`src/rtl/testpat_pkg.sv`:
```
package testpat_pkg;

    // Active source of the generator
    typedef enum logic [1:0] {
        ST_P7   = 2'd0,
        ST_P31  = 2'd1,
        ST_USER = 2'd2
    } eng_st_t;

    // Mode codes: 0 short PRBS, 1 long PRBS, 2/3 user word
    function automatic eng_st_t mode_to_st(input logic [1:0] m);
        eng_st_t s;
        unique case (m)
            2'd0:    s = ST_P7;
            2'd1:    s = ST_P31;
            default: s = ST_USER;
        endcase
        return s;
    endfunction

endpackage

```
`src/rtl/testpat_ctrl.sv`:
```
module testpat_ctrl
    import testpat_pkg::*;
(
    input  logic       clk,
    input  logic       rst,
    input  logic       en,
    input  logic [1:0] mode,
    output eng_st_t    tgt,
    output logic       reseed,
    output logic       step_p7,
    output logic       step_p31,
    output logic       step_usr,
    output logic       ld_p7,
    output logic       ld_p31,
    output logic       ld_usr
);

    eng_st_t st;

    assign tgt    = mode_to_st(mode);
    // moving to another source restarts it on the same enabled cycle
    assign reseed = en && (tgt != st);

    // State register
    always_ff @(posedge clk) begin
        if (rst) begin
            st <= mode_to_st(mode);
        end else if (en) begin
            st <= tgt;
        end
    end

    // Per-engine strobes
    always_comb begin
        step_p7  = 1'b0;
        step_p31 = 1'b0;
        step_usr = 1'b0;
        unique case (tgt)
            ST_P7:   step_p7  = en;
            ST_P31:  step_p31 = en;
            ST_USER: step_usr = en;
            default: ;
        endcase
        ld_p7  = reseed && step_p7;
        ld_p31 = reseed && step_p31;
        ld_usr = reseed && step_usr;
    end

endmodule

```
`src/rtl/testpat_lfsr.sv`:
```
module testpat_lfsr #(
    parameter int LEN = 7,
    parameter int TAP = 6
) (
    input  logic           clk,
    input  logic           rst,
    input  logic           step,
    input  logic           load,
    output logic           bit_o,
    output logic [LEN-1:0] state_o
);

    localparam logic [LEN-1:0] SEED = '1;

    logic [LEN-1:0] state;
    logic [LEN-1:0] base;
    logic [LEN-1:0] nxt;

    // A load takes the seed as the current value, so its bit leaves this cycle
    always_comb begin
        base  = load ? SEED : state;
        bit_o = base[LEN-1];
        nxt   = {base[LEN-2:0], base[LEN-1] ^ base[TAP-1]};
    end

    always_ff @(posedge clk) begin
        if (rst) begin
            state <= SEED;
        end else if (step) begin
            state <= nxt;
        end
    end

    assign state_o = state;

endmodule

```
`src/rtl/testpat_word_ser.sv`:
```
module testpat_word_ser #(
    parameter int WORD_W = 64
) (
    input  logic              clk,
    input  logic              rst,
    input  logic              step,
    input  logic              load,
    input  logic [WORD_W-1:0] pat,
    output logic              bit_o
);

    localparam int IDX_W = $clog2(WORD_W);
    localparam logic [IDX_W-1:0] LAST = IDX_W'(WORD_W - 1);

    logic [IDX_W-1:0] idx;
    logic [IDX_W-1:0] base;
    logic [IDX_W-1:0] nxt;

    // top bit first, wrap from 0 back to the top
    always_comb begin
        base  = load ? LAST : idx;
        bit_o = pat[base];
        nxt   = (base == '0) ? LAST : base - 1'b1;
    end

    always_ff @(posedge clk) begin
        if (rst) begin
            idx <= LAST;
        end else if (step) begin
            idx <= nxt;
        end
    end

endmodule

```
`src/rtl/testpat_gen.sv`:
```
module testpat_gen
    import testpat_pkg::*;
#(
    parameter int SHORT_LEN = 7,
    parameter int SHORT_TAP = 6,
    parameter int LONG_LEN  = 31,
    parameter int LONG_TAP  = 28,
    parameter int WORD_W    = 64
) (
    input  logic              clk,
    input  logic              rst,
    input  logic              en,
    input  logic [1:0]        mode,
    input  logic              prbs_true_pol,
    input  logic [WORD_W-1:0] user_pat,
    output logic              dout,
    output logic              dout_vld
);

    eng_st_t              tgt;
    logic                 reseed;
    logic                 tgt_is_user;
    logic                 step_p7, step_p31, step_usr;
    logic                 ld_p7, ld_p31, ld_usr;
    logic                 bit_p7, bit_p31, bit_usr;
    logic [SHORT_LEN-1:0] p7_state;
    logic [LONG_LEN-1:0]  p31_state;
    logic                 sel_bit;
    logic                 flip;

    testpat_ctrl u_ctrl (
        .clk      (clk),
        .rst      (rst),
        .en       (en),
        .mode     (mode),
        .tgt      (tgt),
        .reseed   (reseed),
        .step_p7  (step_p7),
        .step_p31 (step_p31),
        .step_usr (step_usr),
        .ld_p7    (ld_p7),
        .ld_p31   (ld_p31),
        .ld_usr   (ld_usr)
    );

    testpat_lfsr #(.LEN(SHORT_LEN), .TAP(SHORT_TAP)) u_p7 (
        .clk     (clk),
        .rst     (rst),
        .step    (step_p7),
        .load    (ld_p7),
        .bit_o   (bit_p7),
        .state_o (p7_state)
    );

    testpat_lfsr #(.LEN(LONG_LEN), .TAP(LONG_TAP)) u_p31 (
        .clk     (clk),
        .rst     (rst),
        .step    (step_p31),
        .load    (ld_p31),
        .bit_o   (bit_p31),
        .state_o (p31_state)
    );

    testpat_word_ser #(.WORD_W(WORD_W)) u_word (
        .clk   (clk),
        .rst   (rst),
        .step  (step_usr),
        .load  (ld_usr),
        .pat   (user_pat),
        .bit_o (bit_usr)
    );

    assign tgt_is_user = (tgt == ST_USER);

    // Source select and polarity
    always_comb begin
        flip = 1'b0;
        unique case (tgt)
            ST_P7:   begin sel_bit = bit_p7;  flip = !prbs_true_pol; end
            ST_P31:  begin sel_bit = bit_p31; flip = !prbs_true_pol; end
            ST_USER: sel_bit = bit_usr;
            default: sel_bit = 1'b0;
        endcase
    end

    // Output register
    always_ff @(posedge clk) begin
        if (rst) begin
            dout     <= 1'b0;
            dout_vld <= 1'b0;
        end else begin
            dout_vld <= en;
            if (en) begin
                dout <= sel_bit ^ flip;
            end
        end
    end

endmodule

```
`config.mk`:
```
export PLATFORM = sky130hd
export DESIGN_NAME = testpat_gen
export DESIGN_NICKNAME = d
export VERILOG_FILES = /design/src/rtl/testpat_pkg.sv /design/src/rtl/testpat_ctrl.sv /design/src/rtl/testpat_lfsr.sv /design/src/rtl/testpat_word_ser.sv /design/src/rtl/testpat_gen.sv
export SDC_FILE = /design/constraint.sdc
export NUM_CORES = 1
export LEC_CHECK = 0
export BUFFER_PORTS_ARGS = -buffer_cell sky130_fd_sc_hd__buf_4
export CAP_MARGIN = 20
export CORE_MARGIN = 2
export CORE_UTILIZATION = 40
export DETAILED_ROUTE_END_ITERATION = 6
export GPL_TIMING_DRIVEN = 1
export PLACE_DENSITY = 0.76
export SLEW_MARGIN = 30
export SYNTH_ARGS = -nofsm -noshare
export SYNTH_HDL_FRONTEND = slang
export SYNTH_SLANG_ARGS = --single-unit
```
`constraint.sdc`:
```
create_clock -name clk -period 1.71 [get_ports clk]
set_input_delay 0.2565 -clock clk [delete_from_list [all_inputs] [get_ports clk]]
set_output_delay 0.2565 -clock clk [all_outputs]
set_load 0.01 [all_outputs]
```
== Word-level counts from Yosys, hierarchy flattened ==
Cells that the tools add are included.

* Register bits after elaboration: 48
* Word-level logic and storage cells: 39

* Add/sub/neg operators: 1
* $lt $le $gt $ge: 1
* Equality and inequality tests: 4
* Multiplexer cells: 14
* Bitwise gates (word level): 3
* Reduce and logical (&&, ||, !) cells: 10

{| class="wikitable"
|+ Operators with widths
! kind !! count
|-
| two-way mux 31 bit || 1
|-
| two-way mux 6 bit || 2
|-
| less-than comparator 6 x 7 -> 1 bit, second input constant || 1
|-
| two-way mux 7 bit || 1
|-
| binary-select mux 1 bit (select 6 bit) || 1
|-
| logical NOT 6 bit || 1
|-
| subtractor 6 x 1 -> 6 bit, second input constant || 1
|-
| two-way mux 1 bit || 5
|-
| equality test 2 x 1 -> 1 bit, second input constant || 2
|-
| logical AND 1 bit || 4
|-
| logical NOT 2 bit || 2
|-
| two-way mux 2 bit || 2
|-
| one-hot mux 2 bit (2 select lines) || 1
|-
| one-hot mux 1 bit (3 select lines) || 1
|-
| XOR 1 bit || 3
|-
| equality test 2 bit, second input constant || 1
|-
| != test 2 bit || 1
|-
| nonzero test 2 bit || 1
|-
| OR reduction 2 bit || 1
|-
| logical NOT 1 bit || 1
|}

== Depth between registers and ports, before layout ==
* Depth in word-level cells: 10
* Mapped depth: 11

== By module ==
Synthesis repeated with hierarchy kept, for this count alone.

* Cells, all modules: 321
* Area total of the unflattened synthesis: 3180.6 um^2

{| class="wikitable"
|+ By module, submodules not included
! module !! instances !! cells an instance !! area an instance (um^2)
|-
| testpat_lfsr (u_p31) || 1 || 139 || 1585.3
|-
| testpat_word_ser || 1 || 123 || 1014.7
|-
| testpat_lfsr (u_p7) || 1 || 32 || 317.8
|-
| testpat_ctrl || 1 || 15 || 161.4
|-
| testpat_gen || 1 || 12 || 101.3
|}

== Worst setup path after synthesis ==
No wires, ideal clock.

* Path type: in2reg
* Start point: input mode[1]
* End point: register u_word.idx[4]
* Library setup time: 0.114 ns
* Data arrival time: 1.739 ns
* Slack: -0.143 ns
* Stages on the path: 9
* Cells stage by stage: buf_6 > and2_4 > buf_6 > buf_6 > a21oi_1 > ha_1 > nor3b_1 > nand4_1 > a21o_1

* Cells in the longest elaborated chain, start to end: 8

{| class="wikitable"
|+ Ends and longest elaborated chain
! what !! line !! RTL
|-
| start: declaration || testpat_gen.sv:13 || <nowiki>input logic [1:0] mode,</nowiki>
|-
| equality test 2 x 1 -> 1 bit / logical NOT 2 bit (equally long branches) || testpat_pkg.sv:13 || <nowiki>unique case (m)</nowiki>
|-
| one-hot mux 2 bit (2 select lines) (*) || testpat_pkg.sv:13 ||
|-
| equality test 2 bit / != test 2 bit (equally long branches) || testpat_ctrl.sv:38, testpat_ctrl.sv:22 ||
|-
| two-way mux 1 bit / logical AND 1 bit (equally long branches) || testpat_ctrl.sv:38, testpat_ctrl.sv:22 ||
|-
| logical AND 1 bit || testpat_ctrl.sv:46 || <nowiki>ld_usr = reseed && step_usr;</nowiki>
|-
| two-way mux 6 bit || testpat_word_ser.sv:21 || <nowiki>base = load ? LAST : idx;</nowiki>
|-
| subtractor 6 x 1 -> 6 bit / logical NOT 6 bit (equally long branches) || testpat_word_ser.sv:23 || <nowiki>nxt = (base == '0) ? LAST : base - 1'b1;</nowiki>
|-
| two-way mux 6 bit || testpat_word_ser.sv:23 ||
|-
| end signal: assignment || testpat_word_ser.sv:30 || <nowiki>idx <= nxt;</nowiki>
|-
| end: declaration || testpat_word_ser.sv:15 || <nowiki>logic [IDX_W-1:0] idx;</nowiki>
|}

Mark *: on every way between the ends. The rest lies on a longest branch, timed or not.
A chain may end at the register's enable or synchronous reset.

== Worst setup path in the final report ==
* Start point: register u_ctrl.st[0]
* End point: register dout

* Cells in the longest elaborated chain, start to end: 8

{| class="wikitable"
|+ Ends and longest elaborated chain
! what !! line !! RTL
|-
| start: declaration || testpat_ctrl.sv:18 || <nowiki>eng_st_t st;</nowiki>
|-
| start signal: assignment || testpat_ctrl.sv:27 || <nowiki>st <= mode_to_st(mode);</nowiki>
|-
| start signal: assignment || testpat_ctrl.sv:29 || <nowiki>st <= tgt;</nowiki>
|-
| != test 2 bit (*) || testpat_ctrl.sv:22 || <nowiki>assign reseed = en && (tgt != st);</nowiki>
|-
| logical AND 1 bit (*) || testpat_ctrl.sv:22 ||
|-
| logical AND 1 bit || testpat_ctrl.sv:46 ||
|-
| two-way mux 6 bit || testpat_word_ser.sv:21 ||
|-
| binary-select mux 1 bit (select 6 bit) || testpat_word_ser.sv:22 || <nowiki>bit_o = pat[base];</nowiki>
|-
| two-way mux 1 bit (implied by the code) || testpat_word_ser.sv:22 ||
|-
| one-hot mux 1 bit (3 select lines) (*) || testpat_gen.sv:78 || <nowiki>unique case (tgt)</nowiki>
|-
| XOR 1 bit (*) || testpat_gen.sv:94 || <nowiki>dout <= sel_bit ^ flip;</nowiki>
|-
| end signal: assignment || testpat_gen.sv:94 ||
|-
| end: declaration || testpat_gen.sv:16 || <nowiki>output logic dout,</nowiki>
|}

Mark *: on every way between the ends. The rest lies on a longest branch, timed or not. The select of a mux whose other input is x is not followed.

==> insert_results.sql <==
INSERT INTO impl_metrics (metric_group, metric, value, unit) VALUES
('layout', 'post_route_cells_drive_above_1_share', '37.9', '%'),
('timing', 'timing_max_transition_violations_final', '0', ''),
('clock_tree', 'h-tree-depth', '2', ''),
('setup_path', 'end_kind', 'register', ''),
('timing', 'final.setup_skew', '7.77', 'ps'),
('timing', 'worst_slew_margin_rel', '76.5', '%'),
('grt', 'grt_pass1_vias', '2644', ''),
('timing', 'actual_slew_at_the_worst_max_slew_pin', '352', 'ps'),
('layout', 'final_util', '58.3', '%'),
('setup_path', 'ff2ff_path_depth', '7', ''),
('placed_design', 'post_dp_hpwl', '5370', 'µm'),
('run', 'cap_violations', '0', ''),
('drt', 'dr.pass1.iters', '4', ''),
('placed_design', 'placed_area', '0.00357', 'mm²'),
('yosys', 'postSynthRegisterBits', '48', ''),
('setup_path', 'critical_path_depth', '7', ''),
('clock_tree', 'clockBufferDepth', '2', ''),
('power', 'fin_total_pwr', '2.64', 'mW'),
('placed_design', 'gp_congestion', '0.913', ''),
('floorplanning', 'floorplan.die_area', '0.00750', 'mm²'),
('grt', 'antenna_found_initial', '0', ''),
('hold_path', 'timing.hold.worst_path_depth', '2', ''),
('floorplanning', 'io_pins', '72', ''),
('drt', 'via_per_inst', '5.46', ''),
('setup_path', 'cp_data_required_time', '1900', 'ps'),
('placed_design', 'io_buffer_count', '71', ''),
('setup_path', 'path_cells', 'or2b_4 > a211oi_2 > o21ai_1 > a221oi_2 > o21ai_1 > a221oi_2 > o32ai_1', ''),
('setup_path', 'critical_path.slowest_cell', 'sky130_fd_sc_hd__edfxtp_1', ''),
('drt', 'drt_iter0_drc', '162', ''),
('clock_tree', 'cts-buffers-inserted', '5', ''),
('timing', 'max_freq', '526', 'MHz'),
('grt', 'grt_pass1_wl', '12000', 'µm'),
('outcome', 'violations_in_the_final_reports', 'setup timing', ''),
('yosys', 'synth_warnings', '0', ''),
('timing', 'hold_ws', '289', 'ps'),
('layout', 'antenna_cells', '0', ''),
('timing', 'setup_violations', '22', ''),
('timing', 'timing.final.hold_violations', '0', ''),
('floorplanning', 'dieWidth', '86.6', 'µm'),
('setup_path', 'setup.worst_path.start_class', 'register', ''),
('yosys', 'dominantRegCellSynth', 'sky130_fd_sc_hd__dfxtp_1', ''),
('placed_design', 'dpl.cell_count', '501', ''),
('yosys', 'synth_cell_types', '59', ''),
('timing', 'final.period_utilization', '111', '%'),
('floorplanning', 'placeableCoreArea', '0.00668', 'mm²'),
('hold_path', 'worstHoldPathType', 'input port to register', ''),
('setup_path', 'cp_slowest_stage_delay', '420', 'ps'),
('yosys', 'netlist_instances', '340', ''),
('layout', 'num-nets-final', '509', ''),
('setup_path', 'crit_type', 'register to register', ''),
('timing', 'shortest_clock_period_the_worst_path_allows_after_layout', '1900', 'ps'),
('yosys', 'synthesized_area_divided_by_synthesized_cell_count', '8.03', 'µm²'),
('drt', 'wirelength', '7770', 'µm'),
('drt', 'drtAntennaViolNets', '0', ''),
('outcome', 'run_status', 'complete, but fails checks', ''),
('clock_tree', 'cts_root_cell', 'sky130_fd_sc_hd__clkbuf_8', ''),
('setup_path', 'worst-path-max-fanout', '6', ''),
('clock_tree', 'clkLatencyLatePin', '300', 'ps'),
('power', 'powerDensity', '678', 'mW/mm²'),
('power', 'p_leak', '1.82', 'nW'),
('yosys', 'synth_fp_nets', '412', ''),
('setup_path', 'data_arrival_at_the_endpoint_of_the_critical_path', '2090', 'ps'),
('drt', 'drt_drc_violations_left', '0', ''),
('drt', 'detailroute.via_count', '2830', ''),
('floorplanning', 'effective_utilization_at_floorplan', '40.9', '%'),
('timing', 'setup_slack', '-192', 'ps'),
('clock_tree', 'cts-hold-fix-buffers', '0', ''),
('drt', 'wire_per_inst', '15.0', 'µm'),
('layout', 'stdcell_area', '0.00390', 'mm²'),
('floorplanning', 'die_y', '86.6', 'µm'),
('grt', 'grt_use_total', '19.5', '%');
[flip-flops by register name, indices dropped and copies added, names as in the netlist]
signal / flops
dout_vld: 1
u_ctrl.st: 2
u_p7.state_o: 7
u_p31.state_o: 31
dout: 1
u_word.idx: 6
[placed cells by master (no fill, tap or decap), types with 2 or more instances in the layout]
| master | count |
|---|---|
| sky130_fd_sc_hd__nand4b_1 | 2 |
| sky130_fd_sc_hd__o21ai_0 | 7 |
| sky130_fd_sc_hd__inv_1 | 3 |
| sky130_fd_sc_hd__nand3_2 | 4 |
| sky130_fd_sc_hd__a211oi_2 | 2 |
| sky130_fd_sc_hd__buf_12 | 4 |
| sky130_fd_sc_hd__mux2i_1 | 10 |
| sky130_fd_sc_hd__o21bai_1 | 3 |
| sky130_fd_sc_hd__a2111oi_2 | 2 |
| sky130_fd_sc_hd__nor2b_1 | 7 |
| sky130_fd_sc_hd__a21oi_1 | 7 |
| sky130_fd_sc_hd__a21oi_4 | 5 |
| sky130_fd_sc_hd__mux2_2 | 4 |
| sky130_fd_sc_hd__a31oi_1 | 5 |
| sky130_fd_sc_hd__ha_2 | 2 |
| sky130_fd_sc_hd__nand3_1 | 35 |
| sky130_fd_sc_hd__nand2b_1 | 6 |
| sky130_fd_sc_hd__o211ai_1 | 3 |
| sky130_fd_sc_hd__clkbuf_16 | 2 |
| sky130_fd_sc_hd__nor3_1 | 7 |
| sky130_fd_sc_hd__nand2_1 | 82 |
| sky130_fd_sc_hd__nand4_1 | 2 |
| sky130_fd_sc_hd__edfxtp_1 | 2 |
| sky130_fd_sc_hd__o21ai_1 | 5 |
| sky130_fd_sc_hd__o31ai_1 | 5 |
| sky130_fd_sc_hd__buf_4 | 111 |
| sky130_fd_sc_hd__a21o_1 | 3 |
| sky130_fd_sc_hd__o22ai_1 | 2 |
| sky130_fd_sc_hd__a211oi_1 | 2 |
| sky130_fd_sc_hd__xnor2_1 | 3 |
| sky130_fd_sc_hd__a21oi_2 | 2 |
| sky130_fd_sc_hd__a221oi_2 | 2 |
| sky130_fd_sc_hd__clkbuf_8 | 5 |
| sky130_fd_sc_hd__dfxtp_1 | 45 |
| sky130_fd_sc_hd__mux4_2 | 4 |
| sky130_fd_sc_hd__buf_6 | 2 |
| sky130_fd_sc_hd__a22o_1 | 2 |
| sky130_fd_sc_hd__nor2_1 | 12 |
[Yosys cell counts (6+ instances only)]
master / n / area, µm²
sky130_fd_sc_hd__a21oi_1: 10 / 50.1
sky130_fd_sc_hd__nor2b_1: 7 / 43.8
sky130_fd_sc_hd__nor2_1: 12 / 45.0
sky130_fd_sc_hd__clkbuf_1: 14 / 52.6
sky130_fd_sc_hd__nor3_1: 8 / 40.0
sky130_fd_sc_hd__nand2b_1: 6 / 37.5
sky130_fd_sc_hd__o21ai_0: 11 / 55.1
sky130_fd_sc_hd__dfxtp_1: 46 / 921
sky130_fd_sc_hd__nand2_1: 82 / 308
sky130_fd_sc_hd__nand3_1: 39 / 195
sky130_fd_sc_hd__mux2i_1: 10 / 100
[worst paths after layout]
| kind | from | end | slack, ps |
|---|---|---|---|
| setup / recovery | u_ctrl.st[0]$_DFFE_PP_ | dout$_SDFFE_PP0P_ | -190 |
| hold / removal | rst | u_word.idx[3]$_SDFFE_PP1N_ | 290 |
| setup reg to reg | u_ctrl.st[0]$_DFFE_PP_ | dout$_SDFFE_PP0P_ | -190 |
| hold reg to reg | u_p31.state_o[12]$_SDFFE_PP1P_ | u_p31.state_o[13]$_SDFFE_PP1P_ | 470 |
[cell families after synthesis]
group	after synthesis	share of synthesized area [%]
adder cells (fa/ha/maj)	2	0.916
multiplexers	19	9.03
XOR/XNOR	4	1.28
AO/OA/AOI/OAI	65	17.6
flip-flops	48	35.9
buffers and inverters	32	6.14
AND/OR/NAND/NOR	170	29.1
[timing repair]
action / in CTS / in global routing
pin swaps: 8 / 3
setup endpoints to repair: 22 / 42
gates cloned: 0 / 3
setup buffers: 5 / 2
gates resized for setup: 12 / 14
[per-layer routing]
| metal | up-vias | global-route usage (%) | share of wire [%] |
|---|---|---|---|
| met1 | 1348 | 24.3 | 42 |
| met4 | 0 | 3.13 | 0.40 |
| met2 | 92 | 34.6 | 50 |
| met5 | - | 0 | 0 |
| li1 | 1386 | - | - |
| met3 | 4 | 4.76 | 7.9 |
[final cells by class]
cell class | count | area, µm²
fillers | 594 | 2780
multi-input cells | 260 | 1700
repair buffers | 119 | 986
flip-flops and latches | 48 | 982
well taps | 80 | 100
clock buffers | 5 | 68.8
clock inverters | 3 | 46.3
inverters | 3 | 11.3
[report_power, final]
part | total, mW | switching (mW) | leakage, nW | internal, mW
Sequential | 1.21 | 0.0315 | 0.397 | 1.18
Combinational | 0.598 | 0.268 | 1.37 | 0.330
Clock | 0.834 | 0.394 | 0.0548 | 0.441
Total | 2.64 | 0.693 | 1.82 | 1.95
Power figures use the tool's default switching activity.
